==> config.mk <==
export PLATFORM = sky130hd
export DESIGN_NAME = hp_event_gen
export DESIGN_NICKNAME = d
export VERILOG_FILES = /design/src/rtl/hp_evt_pkg.sv /design/src/rtl/hp_sts_bit.sv /design/src/rtl/hp_int_sel.sv /design/src/rtl/hp_wake_det.sv /design/src/rtl/hp_event_gen.sv
export SDC_FILE = /design/constraint.sdc
export NUM_CORES = 1
export LEC_CHECK = 0
export ABC_CLOCK_PERIOD_IN_PS = 1300
export BUFFER_PORTS_ARGS = -buffer_cell sky130_fd_sc_hd__buf_4
export CORE_MARGIN = 8
export CORE_UTILIZATION = 40
export DETAILED_ROUTE_END_ITERATION = 10
export PLACE_DENSITY = 0.84
export SLEW_MARGIN = 20
export SYNTH_ARGS = -nofsm -noshare
export SYNTH_HDL_FRONTEND = slang
export SYNTH_SLANG_ARGS = --single-unit
==> constraint.sdc <==
create_clock -name clk -period 1.3 [get_ports clk]
set_input_delay 0.39 -clock clk [delete_from_list [all_inputs] [get_ports clk]]
set_output_delay 0.39 -clock clk [all_outputs]
set_load 0.01 [all_outputs]
==> src/rtl/hp_evt_pkg.sv <==
package hp_evt_pkg;
   localparam int HP_NUM_EVT = 6;
   typedef enum int {
      EVT_ATTN    = 0,
      EVT_PWRFLT  = 1,
      EVT_MRL     = 2,
      EVT_PRSNT   = 3,
      EVT_CMDDONE = 4,
      EVT_LINKCHG = 5
   } hp_evt_idx_e;
endpackage

==> src/rtl/hp_sts_bit.sv <==
module hp_sts_bit (
   input  logic clk,
   input  logic rst_n,
   input  logic set_i,
   input  logic clr_i,
   output logic q_o
);
   always_ff @(posedge clk) begin
      if (!rst_n)
         q_o <= 1'b0;
      else if (set_i)
         q_o <= 1'b1;   // an event beats a coincident clear
      else if (clr_i)
         q_o <= 1'b0;
   end
endmodule

==> src/rtl/hp_int_sel.sv <==
module hp_int_sel #(
   parameter int N_EVT = 6
) (
   input  logic             clk,
   input  logic             rst_n,
   input  logic [N_EVT-1:0] sts,
   input  logic [N_EVT-1:0] en,
   input  logic             gie,
   input  logic             msi_on,
   input  logic             intx_off,
   input  logic             in_d3,
   output logic             msi_o,
   output logic             intx_o
);
   logic cond;
   logic cond_q;

   assign cond = gie && !in_d3 && ((sts & en) != '0);

   always_ff @(posedge clk) begin
      if (!rst_n) cond_q <= 1'b0;
      else        cond_q <= cond;
   end

   assign msi_o  = msi_on && cond && !cond_q;
   assign intx_o = !msi_on && !intx_off && cond;
endmodule

==> src/rtl/hp_wake_det.sv <==
module hp_wake_det #(
   parameter int N_EVT = 6
) (
   input  logic             clk,
   input  logic             rst_n,
   input  logic [N_EVT-1:0] sts,
   input  logic [N_EVT-1:0] en,
   input  logic             pme_on,
   input  logic             in_d3,
   output logic             pme_o
);
   logic [N_EVT-1:0] sts_d;
   logic [N_EVT-1:0] rise;

   always_ff @(posedge clk) begin
      if (!rst_n) sts_d <= '0;
      else        sts_d <= sts;
   end

   assign rise  = sts & ~sts_d & en;
   assign pme_o = pme_on && in_d3 && (rise != '0);
endmodule

==> src/rtl/hp_event_gen.sv <==
module hp_event_gen
   import hp_evt_pkg::*;
#(
   parameter int N_EVT = HP_NUM_EVT
) (
   input  logic             clk,
   input  logic             rst_n,
   input  logic [N_EVT-1:0] evt_pulse,
   input  logic [N_EVT-1:0] sts_w1c,
   input  logic [N_EVT-1:0] evt_en,
   input  logic             hp_int_en,
   input  logic             msi_en,
   input  logic             intx_dis,
   input  logic             pme_en,
   input  logic             d3hot,
   output logic [N_EVT-1:0] sts_out,
   output logic             msi_req,
   output logic             intx_lvl,
   output logic             pme_req
);
   localparam int LAST_EVT = N_EVT - 1;

   if (N_EVT < 1 || N_EVT > 32) begin : g_bad_width
      $error("hp_event_gen: N_EVT must be between 1 and 32");
   end
   if (LAST_EVT < int'(EVT_LINKCHG)) begin : g_few_evt
      $error("hp_event_gen: N_EVT too small for the slot event set");
   end

   for (genvar i = 0; i < N_EVT; i++) begin : g_sts
      hp_sts_bit u_bit (
         .clk   (clk),
         .rst_n (rst_n),
         .set_i (evt_pulse[i]),
         .clr_i (sts_w1c[i]),
         .q_o   (sts_out[i])
      );
   end

   hp_int_sel #(.N_EVT(N_EVT)) u_int (
      .clk      (clk),
      .rst_n    (rst_n),
      .sts      (sts_out),
      .en       (evt_en),
      .gie      (hp_int_en),
      .msi_on   (msi_en),
      .intx_off (intx_dis),
      .in_d3    (d3hot),
      .msi_o    (msi_req),
      .intx_o   (intx_lvl)
   );

   hp_wake_det #(.N_EVT(N_EVT)) u_wake (
      .clk    (clk),
      .rst_n  (rst_n),
      .sts    (sts_out),
      .en     (evt_en),
      .pme_on (pme_en),
      .in_d3  (d3hot),
      .pme_o  (pme_req)
   );
endmodule

* Word level (Yosys, flattened, before mapping)
Cells that the tools add are included.
Word-level totals: register bits 13, bits of input ports 25, output and inout bits 9, word-level logic and storage cells 44
Cells by class: multiplexer cells 12, bitwise logic cells 4, reduce and logical (&&, ||, !) cells 20
Operators with widths (number):
- $and 6x6->6 | 3
- $mux 1 | 12
- $reduce_bool 2->1 | 6
- $reduce_bool 6->1 | 2
- $logic_and 1x1->1 | 8
- $not 6->6 | 1
- $logic_not 1->1 | 4

* Longest topological paths before layout
Gate-level depths: netlist (run 1).
word-level depth 5, mapped depth 3, depth with buffers taken out 3

* Hierarchy
A second synthesis (run 1) with hierarchy kept.
Unflattened totals: cells, all modules 50, area total of the unflattened synthesis 548.0 um^2
Modules (own cells, without submodules):
- hp_sts_bit | times used 6, cells each 3, area an instance 41.3 um^2, sequential area each 20.0 um^2
- hp_wake_det | times used 1, cells each 22, area an instance 210.2 um^2, sequential area each 120.1 um^2
- hp_int_sel | times used 1, cells each 10, area an instance 90.1 um^2, sequential area each 20.0 um^2

* Least setup slack after synthesis (run 1)
No wires, ideal clock.
path type input to output, start input port d3hot, end output port intx_lvl, data arrival time 0.904 ns, required time 0.910 ns, slack 0.006 ns, stages 3, path buffers 0, cells stage by stage nand2b_1 a31oi_1 nor3b_2
On the way: longest elaborated chain between the ends 4
Ends and longest elaborated chain:
- start: declaration | line hp_event_gen.sv:15 | input logic d3hot,
- $logic_not 1->1 | line hp_int_sel.sv:18 | assign cond = gie && !in_d3 && ((sts & en) != '0);
- $logic_and 1x1->1 (2 in a row) | line hp_int_sel.sv:18
- $logic_and 1x1->1 | line hp_int_sel.sv:26 | assign intx_o = !msi_on && !intx_off && cond;
- end: declaration | line hp_event_gen.sv:18 | output logic intx_lvl,
No other way between the ends.

* Worst setup path in the final report (run 1)
start register g_sts[4].u_bit.q_o, end output port msi_req
On the way: longest elaborated chain between the ends 5
Ends and longest elaborated chain:
- start: declaration | line hp_sts_bit.sv:6 | output logic q_o
- start signal: assignment | line hp_sts_bit.sv:10 | q_o <= 1'b0;
- start signal: assignment | line hp_sts_bit.sv:12 | q_o <= 1'b1;
- start signal: assignment | line hp_sts_bit.sv:14 | q_o <= 1'b0;
- $and 6x6->6 | line hp_int_sel.sv:18
- $reduce_bool 6->1 | line hp_int_sel.sv:18
- $logic_and 1x1->1 | line hp_int_sel.sv:18
- $logic_and 1x1->1 (2 in a row) | line hp_int_sel.sv:25 | assign msi_o = msi_on && cond && !cond_q;
- end: declaration | line hp_event_gen.sv:17 | output logic msi_req,
No other way between the ends.

==> key figures, run 1 <==
Outcome
  – Status: finished with violations
  – Failing checks: setup timing

CTS
  – Deepest clock path buffer count: 2
  – Num CTS Buffers: 3
  – CTS tree: yes
  – Clock root buffer: clkbuf_4
  – Clk pin slew, worst setup/hold paths: 0.09 ns
  – Worst-Skew Late Latency: 0.29 ns
  – H-tree depth: 1
  – CTS Sinks: 13
  – Hold_buf cts: 0

Placement
  – PortBufs: 33
  – DP Area: 831 um^2
  – Global placer's final weighted congestion: 0.809
  – Dpl ws: -0.249 ns
  – Final HPWL DP: 1260 um

Finish
  – Ant. Diodes: 0
  – Nets: 127
  – Fraction of layout cells with a size suffix above 1: 55.4%
  – # fillers: 111
  – Design Area, Final: 910 um^2
  – Layout area overhead: 65.6%

Global routing
  – Total grt overflow: 0
  – Vias in the first global route: 560
  – Largest net degree at the start of global routing: 9
  – Global Route Usage Sum: 11.7%
  – First-pass GRT wire length: 2380 um
  – Initial antenna violation count: 0

Setup path
  – Crit path cell chain: a22oi_2 -> a31oi_1 -> and3b_1 -> buf_6
  – Worst EP arrival: 1.27 ns
  – CP startpoint: g_sts[4].u_bit.q_o
  – Worst EP required: 0.91 ns
  – Critical path's largest stage delay: 0.37 ns
  – Critical Path End: msi_req
  – R2R cell count: 2
  – Startpoint Class: flop
  – RR Startpoint: g_sts[4].u_bit.q_o
  – Worst-path fanout max: 4
  – Crit end category: output pin
  – CP max-delay cell: dfxtp_4
  – Crit path kind: flop to output pin
  – Worst R2R Setup Slack: 0.50 ns
  – R2r endpoint: u_int.cond_q

Logic synthesis
  – Ys flop type: dfxtp_1
  – Post-synthesis xor/xnor area fraction: 0%
  – Synthesized-area fraction occupied by adder cells: 0%
  – Post-synth top area cell: dfxtp_1
  – Main combinational cell family by area after synthesis: simple AND/OR/NAND/NOR gates
  – EDFF count, synth: 0
  – Compound-Gate Fraction of Synth Area: 19.4%
  – Synth unique cells: 17
  – Top-count cell post-synth: dfxtp_1
  – Syn nets: 87
  – Cell count after synthesis: 62
  – Yosys top cell area share: 47.4%
  – Synth Area in Simple Gates: 20.3%
  – YS warnings: 0
  – Syn Area/Cell: 8.86 um^2
  – Top post-synthesis cells by count: 13 x dfxtp_1, 7 x inv_1
  – Mux share of post-synthesis cell area: 0%
  – Cell Area, Synth: 549 um^2
  – Synth top area cells: dfxtp_1 47%, buf_4 8.2%, and2_1 5.7%, a21oi_1 5.5%, inv_1 4.8%
  – Register area share after synthesis: 47.4%
  – FFs w/ async S/R, synth: 0%
  – Yosys reg bits: 13

Detailed routing
  – Total Routed Length: 1590 um
  – Detail Route Antenna Nets: 0
  – Via density: 4.83
  – DRT Pass-1 Iters: 5
  – DRT iter0 DRCs: 6
  – Wirelength per Cell: 13.7 um
  – Remaining routing DRC violations: 0
  – Vias: 560

STA
  – Max Clk Rate: 0.604 GHz
  – Post-layout minimum cycle time: 1.66 ns
  – Setup WS post-layout: -0.355 ns
  – Clock Skew: 0.00601 ns
  – Actual slew at the worst max-slew pin: 0.244 ns
  – Final hold viol count: 0
  – Final Setup Violations: 3
  – RSZ-0062 raised after global routing: yes
  – Pins Over Slew Limit: 0
  – Max_slew headroom: 83.7%
  – Hold slack final: 0.305 ns
  – Fin crit share: 127%

Floorplanning
  – Io pins: 34
  – Die ar.: 2810 um^2
  – Initial Utilization: 42.7%
  – Core area: 1280 um^2
  – Num rows: 13
  – Die width: 53.1 um
  – Die height: 53.1 um

Power and ir drop
  – Max VDD drop: 0.725 mV
  – Leakage Power: 0.454 nW
  – Power Dens Cells: 974 nW/um^2
  – Pwr Total: 886 uW

Min path
  – Hold Path Class: primary input to flop

Flow run
  – # Max-Cap Violations: 0
-- metal layers --
layer | GRT usage, % | share of wire (%) | routed length (um) | vias to the layer above
met4 | 8.82 | 2.1 | 34 | 0
li1 | - | - | - | 281
met3 | 6.16 | 12 | 190 | 2
met5 | 0 | 0 | 0 | -
met2 | 18.6 | 49 | 774 | 29
met1 | 11.2 | 37 | 586 | 248
-- cell type report --
| class | instances | area [um^2] | area share [%] |
|---|---|---|---|
| clock buffer | 3 | 22.5 | 2.48 |
| timing repair buffer | 41 | 342 | 37.6 |
| tap | 15 | 18.8 | 2.06 |
| multi-input combinational | 36 | 223 | 24.5 |
| inverter | 7 | 26.3 | 2.89 |
| clock inverter | 1 | 5.00 | 0.550 |
| sequential | 13 | 273 | 30.0 |
-- worst min path at each step --
stage                                   from                  to  slack, ns  depth (start not counted)
after floorplan           g_sts[5].u_bit.q_o     u_wake.sts_d[5]       0.49                          1
after global placement    g_sts[2].u_bit.q_o     u_wake.sts_d[2]       0.50                          1
after detailed placement  g_sts[3].u_bit.q_o     u_wake.sts_d[3]       0.51                          1
after CTS                       evt_pulse[5]  g_sts[5].u_bit.q_o       0.31                          3
after global routing            evt_pulse[5]  g_sts[5].u_bit.q_o       0.31                          3
final                           evt_pulse[3]  g_sts[3].u_bit.q_o       0.30                          3
-- power by group --
part           switching, mW  total [mW]  internal (mW)
Sequential            0.0170       0.438          0.421
Clock                  0.148       0.262          0.114
Combinational         0.0656       0.186          0.120
Total                  0.230       0.886          0.656
-- cells in the final DEF, fill, tap and decap left out --
cell type	synthesis	layout
dfxtp_4	0	2
buf_4	6	32
o311a_1	1	1
and2_2	1	1
a22oi_2	2	3
and2_1	5	5
nor2_1	6	6
and3b_1	1	1
dfxtp_1	13	7
a311oi_1	1	1
nand2_1	6	6
a31oi_1	1	1
clkinv_2	0	1
dfxtp_2	0	4
o22ai_1	3	3
inv_1	7	7
nor3b_2	1	1
a21oi_1	6	6
nand2b_1	1	1
clkbuf_4	0	3
buf_6	0	9
-- per-stage QoR --
step                      cells  setup TNS [ns]  utilization (%)
after detailed placement    112          -0.704             64.7
after CTS                   116          -0.998             68.4
final                       116           -1.04             70.8
after global routing        116           -1.32             70.8
after global placement      112          -0.645             64.7
after floorplan              62               0                -
-- state kept, by name, indices dropped and copies added, names as in the netlist --
signal           count
g_sts.u_bit.q_o      6
u_int.cond_q         1
u_wake.sts_d         6
-- cell families (layout without fill, tap and decap cells) --
logic type             count (synthesis)  count (layout)
DFF                                   13              13
AOI/OAI and AO/OA                     15              15
buffers and inverters                 13              52
and+or+nand+nor                       21              21
-- repair_timing --
action / in CTS / in global routing
gates cloned: 0 / 0
buffers inserted: 0 / 0
endpoints found under the hold margin: 0 / 0
gates resized for setup: 9 / 9
endpoints found under the setup margin: 7 / 9
pin swaps: 1 / 3
-- worst max-delay path: cells and delay by family (launching register included) --
family | cells | cell delay, ns
compound gates | 2 | 0.30
buf+inv | 1 | 0.12
flops | 1 | 0.37
simple gates | 1 | 0.20
Note: power is estimated with default switching activity, not from simulation.
==> run 2, diff against run 1 <==
- GPL_TIMING_DRIVEN: default -> 0
==> run 2 against run 1 <==
  * The flow still finishes with violations (setup timing)
  * Critical path depth stayed put
  * Cell count stayed put
  * Clock-buffer cell count is 1 higher
  * Clock power is 6% lower
  * Highest routed layer unchanged
  * Design area is 0.41% higher
==> key figures, run 2 (synthesized netlist as in run 1, its figures left out) <==
Floorplanning
  – Die width: 53.1 um (unchanged)
  – Die height: 53.1 um (unchanged)
  – Initial Utilization: 42.7% (unchanged)
  – Core area: 1280 um^2 (unchanged)
  – Io pins: 34 (unchanged)
  – Num rows: 13 (unchanged)
  – Die ar.: 2810 um^2 (unchanged)

Finish
  – Most frequent cells in the layout: 32 x buf_4, 9 x buf_6, 7 x inv_1, 7 x dfxtp_1
  – Area of the multi-input gates: 223 um^2 (unchanged)
  – Ant. Diodes: 0 (unchanged)
  – Design Area, Final: 913 um^2 (+0.41%)
  – Nets: 127 (unchanged)
  – Biggest regs: g_sts.u_bit.q_o x6, u_wake.sts_d x6, u_int.cond_q x1
  – Layout area overhead: 66.3%
  – Fraction of layout cells with a size suffix above 1: 54.5% (-0.99 points)
  – Register area: 278 um^2 (+1.8%)
  – Most common cell after layout, fill and taps aside: buf_4
  – Fin cells: 116 (unchanged)
  – Fin util: 71.1% (+0.29 points)
  – # fillers: 105 (-5.4%)

Min path
  – Hold Path Class: primary input to flop

Detailed routing
  – Total Routed Length: 1630 um (+2.5%)
  – DRT iter0 DRCs: 8 (+2)
  – Wirelength per Cell: 14.0 um (+2.5%)
  – DRT Pass-1 Iters: 4 (-1)
  – Detail Route Antenna Nets: 0 (unchanged)
  – Via density: 4.90 (+1.4%)
  – Vias: 568 (+1.4%)
  – Remaining routing DRC violations: 0 (unchanged)

STA
  – Hold slack final: 0.319 ns (+0.0141 ns)
  – Post-layout minimum cycle time: 1.65 ns (-0.00552 ns)
  – Clock Skew: 0.00729 ns (+0.00128 ns)
  – Final hold viol count: 0 (unchanged)
  – Fin crit share: 127% (-0.42 points)
  – RSZ-0062 raised after global routing: yes
  – Max_slew headroom: 83.6% (about the same)
  – Actual slew at the worst max-slew pin: 0.245 ns (+0.00110 ns)
  – Pins Over Slew Limit: 0 (unchanged)
  – Total negative slack: -1.04 ns (+0.000930 ns)
  – Final Setup Violations: 4 (+1)
  – Setup WS post-layout: -0.350 ns (+0.00552 ns)
  – Max Clk Rate: 0.606 GHz (+0.33%)

CTS
  – CTS tree: yes
  – Deepest clock path buffer count: 2 (unchanged)
  – H-tree depth: 1 (unchanged)
  – Worst-Skew Late Latency: 0.27 ns (-0.02 ns)
  – Num CTS Buffers: 3 (unchanged)
  – Clk pin slew, worst setup/hold paths: 0.07 ns (-0.02 ns)
  – Hold_buf cts: 0 (unchanged)
  – CTS Sinks: 13 (unchanged)
  – Clock root buffer: clkbuf_4

Power and ir drop
  – Leakage Power: 0.453 nW (-0.15%)
  – Max VDD drop: 0.682 mV (-5.9%)
  – Power Dens Cells: 955 nW/um^2 (-1.9%)

Outcome
  – Failing checks: setup timing
  – Status: finished with violations

Global routing
  – First-pass GRT wire length: 2300 um (-3.5%)
  – Largest net degree at the start of global routing: 8 (-1)
  – Global Route Usage Sum: 10.7% (-0.94 points)
  – Total grt overflow: 0 (unchanged)
  – Initial antenna violation count: 0 (unchanged)
  – Vias in the first global route: 567 (+1.3%)

Setup path
  – Worst EP required: 0.91 ns (about the same)
  – Crit path kind: flop to output pin
  – Startpoint Class: flop
  – Worst-path fanout max: 5 (+1)
  – Worst R2R Setup Slack: 0.39 ns (-0.11 ns)
  – Worst EP arrival: 1.26 ns (about the same)
  – Crit end category: output pin

Flow run
  – # Max-Cap Violations: 0 (unchanged)

Placement
  – Placed cell count: 110 (-1.8%)
  – Final HPWL DP: 1230 um (-2.8%)
  – PortBufs: 33 (unchanged)
  – DP Area: 816 um^2 (-1.8%)
  – Global placer's final weighted congestion: 0.738 (-8.7%)
==> run 2: power by group <==
part	switching, mW	total [mW]	leakage [nW]	internal, mW
combinational	0.0667	0.188	0.328	0.121
sequential	0.0183	0.437	0.110	0.419
clock	0.129	0.247	0.0150	0.119
==> run 2: layout make-up <==
type	count	share of cell area, %
clock buffer	4	2.88
buffer	5	4.52
multi-input combinational	36	24.4
sequential	13	30.4
tap	15	2.05
timing repair buffer	36	32.9
inverter	7	2.88
==> run 2: worst max-delay path, cell delays in order (launching register included) <==
cell and delay [ns]:
dfxtp_4 0.36, nand2_1 0.06, o22ai_1 0.08, o311a_1 0.34, buf_4 0.15
==> run 2: final timing paths <==
kind,from,endpoint,cells past startpoint
worst max-delay path,g_sts[3].u_bit.q_o,pme_req,4
worst min-delay path,evt_pulse[1],g_sts[1].u_bit.q_o,3
worst max register to register,g_sts[4].u_bit.q_o,g_sts[4].u_bit.q_o,4
worst min register to register,g_sts[5].u_bit.q_o,u_wake.sts_d[5],1
==> run 2: what timing repair did <==
item	4_1_cts	5_1_grt
cloned	0	0
setup endpoints to repair	7	4
setup buffers	2	1
gates resized for setup	9	11
pin swaps	1	2
==> run 2: through the flow <==
stage	setup WS [ns]	power (mW)
6_report	-0.350	0.872
5_1_grt	-0.428	0.906
4_1_cts	-0.344	0.865
3_5_place_dp	-0.293	0.612
3_3_place_gp	-0.264	0.606
2_1_floorplan	0.00580	0.513
==> run 2: metal layers <==
| layer | track usage [%] | routed length (um) | up-vias | part of all wire [%] |
|---|---|---|---|---|
| met5 | 0 | 0 | - | 0 |
| li1 | - | - | 283 | - |
| met4 | 6.30 | 10 | 0 | 0.62 |
| met2 | 18.2 | 810 | 29 | 50 |
| met1 | 11.5 | 642 | 254 | 39 |
| met3 | 3.08 | 161 | 2 | 9.9 |
==> run 3, diff against run 2 <==
- SKIP_CTS_REPAIR_TIMING: default -> 1
==> run 3 against run 2 <==
  * The flow still finishes with violations (setup timing)
  * Via count is 2.8% lower
  * Core utilization down 3.3 points
  * Sequential share of layout area is 0.91 points higher
  * Die area did not move
  * Global-route usage is 0.39 points lower
  * First-iteration DRC count decreased by 50%
  * Clock skew rose by 0.0021 ns
  * Wire length decreased by 8.9%
  * Power is 2.1% lower
  * Worst hold slack improved by 0.0045 ns
  * Fmax is 0.44% lower
  * Worst setup slack lost 0.0072 ns
  * Critical endpoint is now msi_req
==> key figures, run 3 (synthesized netlist as in run 1, its figures left out) <==
Outcome
  – Status: finished with violations
  – Failing checks: setup timing

Global routing
  – Global Route Usage Sum: 10.3% (-0.39 points)
  – Total grt overflow: 0 (unchanged)
  – Initial antenna violation count: 0 (unchanged)
  – Largest net degree at the start of global routing: 8 (unchanged)
  – First-pass GRT wire length: 2190 um (-4.8%)
  – Vias in the first global route: 525 (-7.4%)

Setup path
  – Startpoint Class: flop
  – Worst-path fanout max: 5 (unchanged)
  – Crit path cell chain: a22oi_2 -> a31oi_1 -> and3b_1 -> buf_6
  – Crit path kind: flop to output pin
  – CP max-delay cell: dfxtp_4
  – Family with the most delay on the worst path: flip-flops
  – Critical path's largest stage delay: 0.36 ns (about the same)
  – Worst EP arrival: 1.27 ns (about the same)
  – Crit end category: output pin
  – WP buf/inv: 1 (unchanged)
  – Worst EP required: 0.91 ns (about the same)

Finish
  – Nets: 125 (-1.6%)
  – Most frequent cells in the layout: 36 x buf_4, 7 x inv_1, 7 x dfxtp_1
  – Fin cells: 114 (-1.7%)
  – Area of the multi-input gates: 223 um^2 (unchanged)
  – Layout area overhead: 58.5%
  – # fillers: 115 (+9.5%)
  – Ant. Diodes: 0 (unchanged)
  – Fraction of layout cells with a size suffix above 1: 53.5% (-0.92 points)
  – Fin util: 67.8% (-3.3 points)
  – Biggest regs: g_sts.u_bit.q_o x6, u_wake.sts_d x6, u_int.cond_q x1
  – Register area: 273 um^2 (-1.8%)
  – Most common cell after layout, fill and taps aside: buf_4

Floorplanning
  – Core area: 1280 um^2 (unchanged)
  – Die width: 53.1 um (unchanged)
  – Initial Utilization: 42.7% (unchanged)
  – Die height: 53.1 um (unchanged)
  – Io pins: 34 (unchanged)
  – Die ar.: 2810 um^2 (unchanged)
  – Num rows: 13 (unchanged)

Detailed routing
  – DRT iter0 DRCs: 4 (-4)
  – DRT Pass-1 Iters: 3 (-1)
  – Total Routed Length: 1480 um (-8.9%)
  – Remaining routing DRC violations: 0 (unchanged)
  – Vias: 552 (-2.8%)
  – Detail Route Antenna Nets: 0 (unchanged)
  – Wirelength per Cell: 13.0 um (-7.3%)
  – Via density: 4.84 (-1.1%)

CTS
  – Num CTS Buffers: 3 (unchanged)
  – CTS Sinks: 13 (unchanged)
  – Worst-Skew Late Latency: 0.27 ns (about the same)
  – Deepest clock path buffer count: 2 (unchanged)
  – CTS tree: yes
  – H-tree depth: 1 (unchanged)
  – Clock root buffer: clkbuf_4
  – Clk pin slew, worst setup/hold paths: 0.08 ns (about the same)

STA
  – Actual slew at the worst max-slew pin: 0.237 ns (-0.00821 ns)
  – Setup WS post-layout: -0.357 ns (-0.00723 ns)
  – Total negative slack: -1.02 ns (+0.0268 ns)
  – Clock Skew: 0.00939 ns (+0.00209 ns)
  – Hold slack final: 0.323 ns (+0.00455 ns)
  – Final hold viol count: 0 (unchanged)
  – Max_slew headroom: 84.2% (+0.55 points)
  – Fin crit share: 127% (+0.56 points)
  – Max Clk Rate: 0.604 GHz (-0.44%)
  – Post-layout minimum cycle time: 1.66 ns (+0.00723 ns)
  – RSZ-0062 raised after global routing: yes
  – Final Setup Violations: 3 (-1)
  – Pins Over Slew Limit: 0 (unchanged)

Power and ir drop
  – Power Dens Cells: 980 nW/um^2 (+2.7%)
  – Pwr Total: 854 uW (-2.1%)
  – Max VDD drop: 0.661 mV (-3.2%)
  – Leakage Power: 0.436 nW (-3.8%)

Flow run
  – # Max-Cap Violations: 0 (unchanged)

Placement
  – Final HPWL DP: 1230 um (unchanged)
  – Global placer's final weighted congestion: 0.738 (unchanged)
  – PortBufs: 33 (unchanged)
  – Placed cell count: 110 (unchanged)

Min path
  – Hold Path Class: primary input to flop
[run 3: worst reg2reg max path: cells and delay by family, from the launching register on]
family | cells | cell delay [ns]
DFF | 1 | 0.37
AOI/OAI and AO/OA | 2 | 0.34
[run 3: area by class of cell]
cell class                 count  share of cell area, %
sequential                    13                   31.3
timing repair buffer          33                   29.7
multi-input combinational     36                   25.6
buffer                         6                   5.17
clock buffer                   4                   3.02
inverter                       7                   3.02
tap                           15                   2.16
[run 3: path summary, 6_finish.rpt]
kind | startpoint | cells past startpoint | slack, ns | to
max | g_sts[2].u_bit.q_o | 4 | -0.36 | msi_req
min | evt_pulse[1] | 3 | 0.32 | g_sts[1].u_bit.q_o
max reg2reg | g_sts[3].u_bit.q_o | 2 | 0.52 | u_int.cond_q
min reg2reg | g_sts[0].u_bit.q_o | 1 | 0.51 | u_wake.sts_d[0]
[run 3: metrics by stage]
stage,instance area [um^2],setup WS (ns)
after CTS,842,-0.424
after global routing,871,-0.446
final,871,-0.357
after floorplan,549,0.00580
after global placement,816,-0.264
after detailed placement,816,-0.293
[run 3: where the power goes]
group | internal [mW] | leakage, nW | switching (mW) | total [mW]
sequential | 0.421 | 0.110 | 0.0186 | 0.440
clock | 0.119 | 0.0150 | 0.126 | 0.245
combinational | 0.109 | 0.311 | 0.0599 | 0.169
[run 3: routing by layer]
metal	share of wire (%)	up-vias	GRT usage, %
li1	-	277	-
met2	49	22	17.0
met1	40	251	11.4
met3	10	2	3.08
met4	0.68	0	6.30
met5	0	-	0
